===== config.mk =====
export PLATFORM = sky130hd
export DESIGN_NAME = flashctl_top
export DESIGN_NICKNAME = d
export VERILOG_FILES = /design/src/rtl/flashctl_pkg.sv /design/src/rtl/flashctl_step_timer.sv /design/src/rtl/flashctl_seq.sv /design/src/rtl/flashctl_array.sv /design/src/rtl/flashctl_top.sv
export SDC_FILE = /design/constraint.sdc
export NUM_CORES = 2
export LEC_CHECK = 0
export CORE_MARGIN = 1
export CORE_UTILIZATION = 35
export DETAILED_ROUTE_END_ITERATION = 8
export GPL_TIMING_DRIVEN = 0
export SLEW_MARGIN = 5
export SYNTH_ARGS = -nofsm -noshare
export SYNTH_HDL_FRONTEND = slang
export SYNTH_HIERARCHICAL = 1
export SYNTH_SLANG_ARGS = --single-unit

===== constraint.sdc =====
create_clock -name clk -period 7.6 [get_ports clk]
set_input_delay 2.28 -clock clk [delete_from_list [all_inputs] [get_ports clk]]
set_output_delay 2.28 -clock clk [all_outputs]
set_load 0.02 [all_outputs]

===== src/rtl/flashctl_pkg.sv =====
package flashctl_pkg;

    typedef enum logic [1:0] {
        ST_IDLE      = 2'd0,
        ST_ERASE     = 2'd1,
        ST_WAIT_DATA = 2'd2,
        ST_PROG      = 2'd3
    } fc_state_e;

    localparam logic [2:0] SEL_CTRL    = 3'd0;
    localparam logic [2:0] SEL_DATA    = 3'd1;
    localparam logic [2:0] SEL_ADDR_HI = 3'd2;
    localparam logic [2:0] SEL_ADDR_LO = 3'd3;
    localparam logic [2:0] SEL_TIMING  = 3'd4;

    localparam int          WORD_BYTES   = 4;
    localparam int          TIMING_W     = 6;
    localparam logic [5:0]  TIMING_RESET = 6'h2A;

    localparam int CTRL_BUSY   = 7;
    localparam int CTRL_WBUSY  = 6;
    localparam int CTRL_CONTRD = 4;
    localparam int CTRL_WRITE  = 1;
    localparam int CTRL_ERASE  = 0;

endpackage


===== src/rtl/flashctl_step_timer.sv =====
module flashctl_step_timer #(
    parameter int CNT_W      = 8,
    parameter int ERASE_MULT = 2,
    parameter int PROG_MULT  = 1
) (
    input  logic       clk,
    input  logic       rst_n,
    input  logic       start,
    input  logic       start_erase,
    input  logic [5:0] fwt,
    output logic       done
);
    logic [CNT_W-1:0] cnt_q;
    logic             run_q;
    logic [5:0]       fwt_eff;
    logic [CNT_W-1:0] period;

    always_comb begin
        fwt_eff = (fwt == 6'd0) ? 6'd1 : fwt;
        period  = CNT_W'(fwt_eff) *
                  (start_erase ? CNT_W'(ERASE_MULT) : CNT_W'(PROG_MULT));
    end

    always_ff @(posedge clk) begin
        if (!rst_n) begin
            cnt_q <= '0;
            run_q <= 1'b0;
        end else if (start) begin
            cnt_q <= period - CNT_W'(1);
            run_q <= 1'b1;
        end else if (run_q) begin
            if (cnt_q == '0) run_q <= 1'b0;
            else             cnt_q <= cnt_q - CNT_W'(1);
        end
    end

    assign done = run_q && (cnt_q == '0);

endmodule


===== src/rtl/flashctl_seq.sv =====
module flashctl_seq
    import flashctl_pkg::*;
(
    input  logic       clk,
    input  logic       rst_n,
    input  logic       cmd_go,
    input  logic       cmd_write,
    input  logic       cmd_erase,
    input  logic       data_wr,
    input  logic       step_done,
    output fc_state_e  state,
    output logic       timer_start,
    output logic       timer_erase,
    output logic       erase_fire,
    output logic       prog_fire,
    output logic [1:0] byte_idx,
    output logic       busy,
    output logic       wbusy
);
    fc_state_e  state_q, state_d;
    logic       chain_q;
    logic [1:0] idx_q;

    always_comb begin
        state_d = state_q;
        unique case (state_q)
            ST_IDLE:
                if (cmd_go) state_d = cmd_erase ? ST_ERASE : ST_WAIT_DATA;
            ST_ERASE:
                if (step_done) state_d = chain_q ? ST_WAIT_DATA : ST_IDLE;
            ST_WAIT_DATA:
                if (data_wr) state_d = ST_PROG;
            ST_PROG:
                if (step_done)
                    state_d = (idx_q == 2'(WORD_BYTES - 1)) ? ST_IDLE : ST_WAIT_DATA;
        endcase
    end

    always_ff @(posedge clk) begin
        if (!rst_n) begin
            state_q <= ST_IDLE;
            chain_q <= 1'b0;
            idx_q   <= 2'd0;
        end else begin
            state_q <= state_d;
            if (state_q == ST_IDLE && cmd_go) begin
                chain_q <= cmd_write;
                idx_q   <= 2'd0;
            end else if (state_q == ST_PROG && step_done) begin
                idx_q <= idx_q + 2'd1;
            end
        end
    end

    always_comb begin
        state       = state_q;
        byte_idx    = idx_q;
        busy        = (state_q != ST_IDLE);
        wbusy       = (state_q == ST_ERASE) || (state_q == ST_PROG);
        timer_erase = (state_q == ST_IDLE);
        timer_start = ((state_q == ST_IDLE) && cmd_go && cmd_erase) ||
                      ((state_q == ST_WAIT_DATA) && data_wr);
        erase_fire  = (state_q == ST_ERASE) && step_done;
        prog_fire   = (state_q == ST_PROG) && step_done;
    end

endmodule


===== src/rtl/flashctl_array.sv =====
module flashctl_array #(
    parameter int PAGE_IDX_BITS = 2,
    parameter int WORD_IDX_BITS = 3
) (
    input  logic                     clk,
    input  logic                     rst_n,
    input  logic                     erase_en,
    input  logic [PAGE_IDX_BITS-1:0] erase_page,
    input  logic                     prog_en,
    input  logic [PAGE_IDX_BITS+WORD_IDX_BITS+1:0] prog_addr,
    input  logic [7:0]               prog_data,
    input  logic [PAGE_IDX_BITS+WORD_IDX_BITS+1:0] rd_addr,
    output logic [7:0]               rd_data
);
    localparam int OFS_W     = WORD_IDX_BITS + 2;
    localparam int BYTE_AW   = PAGE_IDX_BITS + OFS_W;
    localparam int NUM_BYTES = 1 << BYTE_AW;

    logic [7:0] mem [NUM_BYTES];

    always_ff @(posedge clk) begin
        for (int i = 0; i < NUM_BYTES; i++) begin
            if (!rst_n)
                mem[i] <= 8'hFF;
            else if (erase_en && ((BYTE_AW'(i) >> OFS_W) == BYTE_AW'(erase_page)))
                mem[i] <= 8'hFF;
            else if (prog_en && (prog_addr == BYTE_AW'(i)))
                mem[i] <= mem[i] & prog_data;
        end
    end

    assign rd_data = mem[rd_addr];

endmodule


===== src/rtl/flashctl_top.sv =====
module flashctl_top
    import flashctl_pkg::*;
#(
    parameter int PAGE_IDX_BITS = 2,
    parameter int WORD_IDX_BITS = 3,
    parameter int ERASE_MULT    = 2,
    parameter int PROG_MULT     = 1
) (
    input  logic       clk,
    input  logic       rst_n,
    input  logic [2:0] bus_sel,
    input  logic       bus_we,
    input  logic [7:0] bus_wdata,
    output logic [7:0] bus_rdata,
    input  logic       rd_req,
    input  logic [PAGE_IDX_BITS+WORD_IDX_BITS+1:0] rd_addr,
    output logic [7:0] rd_data,
    output logic       rd_en
);
    localparam int BYTE_AW  = PAGE_IDX_BITS + WORD_IDX_BITS + 2;
    localparam int MULT_MAX = (ERASE_MULT > PROG_MULT) ? ERASE_MULT : PROG_MULT;
    localparam int CNT_W    = TIMING_W + $clog2(MULT_MAX + 1);

    logic                     contrd_q;
    logic [7:0]               data_q;
    logic [6:0]               addr_hi_q;
    logic [7:0]               addr_lo_q;
    logic [5:0]               fwt_q;
    logic [PAGE_IDX_BITS-1:0] tgt_page_q;
    logic [WORD_IDX_BITS-1:0] tgt_word_q;

    fc_state_e  seq_state;
    logic       seq_busy, seq_wbusy, t_start, t_erase, t_done;
    logic       erase_fire, prog_fire;
    logic [1:0] byte_idx;
    logic       ctrl_wr, cmd_go, data_wr;

    assign ctrl_wr = bus_we && (bus_sel == SEL_CTRL);
    assign cmd_go  = ctrl_wr && (bus_wdata[CTRL_WRITE] || bus_wdata[CTRL_ERASE]);
    assign data_wr = bus_we && (bus_sel == SEL_DATA) && !seq_wbusy;

    always_ff @(posedge clk) begin
        if (!rst_n) begin
            contrd_q   <= 1'b0;
            data_q     <= 8'h00;
            addr_hi_q  <= 7'h00;
            addr_lo_q  <= 8'h00;
            fwt_q      <= TIMING_RESET;
            tgt_page_q <= '0;
            tgt_word_q <= '0;
        end else begin
            if (ctrl_wr) contrd_q <= bus_wdata[CTRL_CONTRD];
            if (data_wr) data_q <= bus_wdata;
            if (bus_we && bus_sel == SEL_ADDR_HI) addr_hi_q <= bus_wdata[6:0];
            if (bus_we && bus_sel == SEL_ADDR_LO) addr_lo_q <= bus_wdata;
            if (bus_we && bus_sel == SEL_TIMING)  fwt_q     <= bus_wdata[5:0];
            if (cmd_go && !seq_busy) begin
                tgt_page_q <= addr_hi_q[PAGE_IDX_BITS:1];
                tgt_word_q <= addr_lo_q[WORD_IDX_BITS-1:0];
            end
        end
    end

    always_comb begin
        unique case (bus_sel)
            SEL_CTRL:    bus_rdata = {seq_busy, seq_wbusy, 1'b0, contrd_q, 4'b0000};
            SEL_DATA:    bus_rdata = data_q;
            SEL_ADDR_HI: bus_rdata = {1'b0, addr_hi_q};
            SEL_ADDR_LO: bus_rdata = addr_lo_q;
            SEL_TIMING:  bus_rdata = {2'b00, fwt_q};
            default:     bus_rdata = 8'h00;
        endcase
    end

    assign rd_en = rd_req || contrd_q;

    flashctl_seq u_seq (
        .clk        (clk),
        .rst_n      (rst_n),
        .cmd_go     (cmd_go),
        .cmd_write  (bus_wdata[CTRL_WRITE]),
        .cmd_erase  (bus_wdata[CTRL_ERASE]),
        .data_wr    (data_wr),
        .step_done  (t_done),
        .state      (seq_state),
        .timer_start(t_start),
        .timer_erase(t_erase),
        .erase_fire (erase_fire),
        .prog_fire  (prog_fire),
        .byte_idx   (byte_idx),
        .busy       (seq_busy),
        .wbusy      (seq_wbusy)
    );

    flashctl_step_timer #(
        .CNT_W     (CNT_W),
        .ERASE_MULT(ERASE_MULT),
        .PROG_MULT (PROG_MULT)
    ) u_timer (
        .clk        (clk),
        .rst_n      (rst_n),
        .start      (t_start),
        .start_erase(t_erase),
        .fwt        (fwt_q),
        .done       (t_done)
    );

    flashctl_array #(
        .PAGE_IDX_BITS(PAGE_IDX_BITS),
        .WORD_IDX_BITS(WORD_IDX_BITS)
    ) u_array (
        .clk       (clk),
        .rst_n     (rst_n),
        .erase_en  (erase_fire),
        .erase_page(tgt_page_q),
        .prog_en   (prog_fire),
        .prog_addr ({tgt_page_q, tgt_word_q, byte_idx}),
        .prog_data (data_q),
        .rd_addr   (rd_addr),
        .rd_data   (rd_data)
    );

endmodule


==> metrics.yaml <==
cts_buffers: 112
finalPower_mw: 12.8
cts.clk_slew.worst_paths_ns: 0.06
clockRootBuffer: "clkbuf_16"
syn_inst: 4300
ctsHtreeMaxLevel: 3
placedCellCount: 6253
viasPerCell: 5.67
antenna_left: 0
syn_nets: 4332
hold_viol: 0
ys.warnings.count: 6
crit_cells: 8
slew_violations: 0
fin_crit_sh_pct: 100
fp.dieArea_um2: 149000
maxCapViolations: 1
tightest_slew_ns: 1.47
synth.top_cell.area_share_pct: 59.7
rows: 140
synth_common_cells: "nand2_1 (2099), edfxtp_1 (1024), mux4_2 (337), clkbuf_1 (206), nor2_1 (130)"
violations: "capacitance limit, setup timing"
cp-startpoint: "rd_addr[0]"
endpoint_kind: "output port"
reg2reg_from: "u_timer/cnt_q[3]$_SDFFE_PN0P_"
initialDrtViolationCount: 5109
core-area_um2: 146000
fin_skew_ns: 0.0563
avgSynthCellArea_um2: 12.0
worstSetupPathType: "input port to output port"
nNetsFinal: 4487
syn_to_final_growth_pct: 14.0
timing.fmax_mhz: 131
required_ns: 5.32
ys_seq_area_share_pct: 61.7
gp_congestion: 0.940
timing.slew.headroom_pct: 1.25
netlist_top_cells_area: "edfxtp_1 (60%), nand2_1 (15%), mux4_2 (15%), dfxtp_1 (1.9%), clkbuf_1 (1.5%)"
finalSetupViolCount: 2
crit_path_end: "rd_data[7]"
yosysTopAreaCell: "edfxtp_1"
regToRegSetupSlack_ns: 2.24
critPathBufInv: 4
numPortBuffers: 29
instances_no_fill: 6468
fp.dieW_um: 385
finalWorstSetupSlack_ns: -0.0241
clock_latency_ns: 0.77
boundaryPins: 39
rr_worst_depth: 11
critical-path-top-delay-family: "multiplexers"
overflow: 0
min_period_ns: 7.62
synth_edf_count: 1024
worst_path_max_delay_cell: "mux4_2"
cp_data_arrival_time_ns: 5.34
drc: 0
ys_seq_elements: 1073
p_per_area_nw_per_um2: 218
startpoint_type: "input port"
crit_top_cell: "mux4_2"
antenna_found_initial: 6
synth_area_um2: 51500
outcome: "finished with violations"
r2r_end: "u_array/mem[1][1]$_SDFFCE_PN1P_"
grt_usage_pct: 22.8
grt_pass1_wl_um: 244000
async_flop_share_pct: 0
wl_um: 170000
ys_types: 65
num_vias: 36700
dr.pass1.iters: 5
path_cells: "clkbuf_4 -> bufbuf_16 -> buf_16 -> mux4_2 -> mux4_2 -> mux4_2 -> mux2_4 -> clkdlybuf4s15_1"
hpwl_um: 121000
slowest_delay_ns: 0.57
dp_slack_ns: -1.63
clock-sinks: 1073
initial_core_util_pct: 35.3
cts_tree: "done"
yosysMostFrequentCell: "nand2_1"
grt_max_degree: 20
hold_buffers: 0
routedWlPerCell_um: 26.2
holdWs_ns: 0.453
clock_path_buffers: 3
drive_above_1_share_pct: 14.1
crit_path_max_fanout: 10
die_h_um: 385
hold_path_class: "flip-flop to flip-flop"
peakVddDrop_mv: 0.184
leakage_nw: 13.4
ys.flop_type: "edfxtp_1"
grt_pass1_vias: 35000
==> cell usage in the layout (no fill, tap or decap), types with 21 or more instances in the layout <==
cell and instances:
mux4_2 337, mux2i_1 36, o21ai_0 34, nor2b_1 23, dfxtp_1 49, clkbuf_16 116, nand2_1 2099, clkdlybuf4s50_1 21
nor2_1 130, nand2b_1 25, o21ai_1 77, edfxtp_1 1024, clkbuf_1 205
==> repair_timing <==
item	4_1_cts	5_1_grt
gates cloned	1	0
gates resized for setup	209	7
setup endpoints to repair	8	7
buffers inserted	3	1
==> layer usage <==
layer	routed length [um]	track usage (%)
met5	40	0
met4	9140	11.3
met3	21100	5.54
met2	75100	34.1
met1	64200	30.8
==> per-stage QoR <==
stage	utilization, %	cell area [um2]	TNS (ns)
after floorplan	-	51500	0
after global placement	37.2	54200	-12.04
after detailed placement	37.2	54300	-12.53
after CTS	40.3	58700	0
after global routing	40.3	58700	-0.000543
final	40.3	58700	-0.0345
==> worst min-delay path by stage <==
stage	start	slack (ns)	cells after the start	end
after floorplan	u_seq/chain_q$_SDFFE_PN0P_	0.44	2	u_seq/chain_q$_SDFFE_PN0P_
after global placement	u_seq/chain_q$_SDFFE_PN0P_	0.45	2	u_seq/chain_q$_SDFFE_PN0P_
after detailed placement	u_seq/chain_q$_SDFFE_PN0P_	0.45	2	u_seq/chain_q$_SDFFE_PN0P_
after CTS	u_seq/chain_q$_SDFFE_PN0P_	0.46	2	u_seq/chain_q$_SDFFE_PN0P_
after global routing	u_seq/chain_q$_SDFFE_PN0P_	0.48	2	u_seq/chain_q$_SDFFE_PN0P_
final	u_seq/chain_q$_SDFFE_PN0P_	0.45	2	u_seq/chain_q$_SDFFE_PN0P_
==> registers in the layout (all words and copies together) (netlist names) <==
name            flops
addr_hi_q           7
addr_lo_q           8
contrd_q            1
data_q              8
fwt_q               6
tgt_page_q          2
tgt_word_q          3
u_array/mem      1024
u_seq/byte_idx      2
u_seq/chain_q       1
u_seq/state         2
u_timer/cnt_q       8
u_timer/run_q       1
==> cell families after synthesis <==
logic type / synth area share (%)
XOR/XNOR: 0.0681
flip-flops: 61.7
AO/OA/AOI/OAI: 2.14
buffers and inverters: 2.26
AND/OR/NAND/NOR: 17.9
multiplexers: 15.7
adder cells (fa/ha/maj): 0.258
==> power breakdown <==
part           total [mW]  leakage [nW]  internal [mW]  switching (mW)
Clock                5.74          1.82           3.30            2.44
Sequential           6.46          7.32           6.45         0.00473
Combinational       0.623          4.25          0.182           0.442
==> cell type report <==
cell class | count | area [um2]
buffer | 271 | 1690
tap | 1917 | 2400
inverter | 14 | 53.8
sequential | 1073 | 31700
antenna | 5 | 12.5
clock buffer | 139 | 2950
clock inverter | 66 | 823
multi-input combinational | 2942 | 18600
fill | 13800 | 87000
timing repair buffer | 41 | 402
==> worst reg2reg max path: stages (launching register included) <==
cell and delay [ns]:
dfxtp_1 0.30, clkbuf_1 0.17, nor3_1 0.51, nand2_1 0.18, nor3_1 0.47, and3_2 0.26
buf_2 0.30, nor2b_1 0.19, nand4_1 0.59, clkbuf_1 0.45, nor3_1 1.08, nand2b_1 0.53
Power figures use the tool's default switching activity.
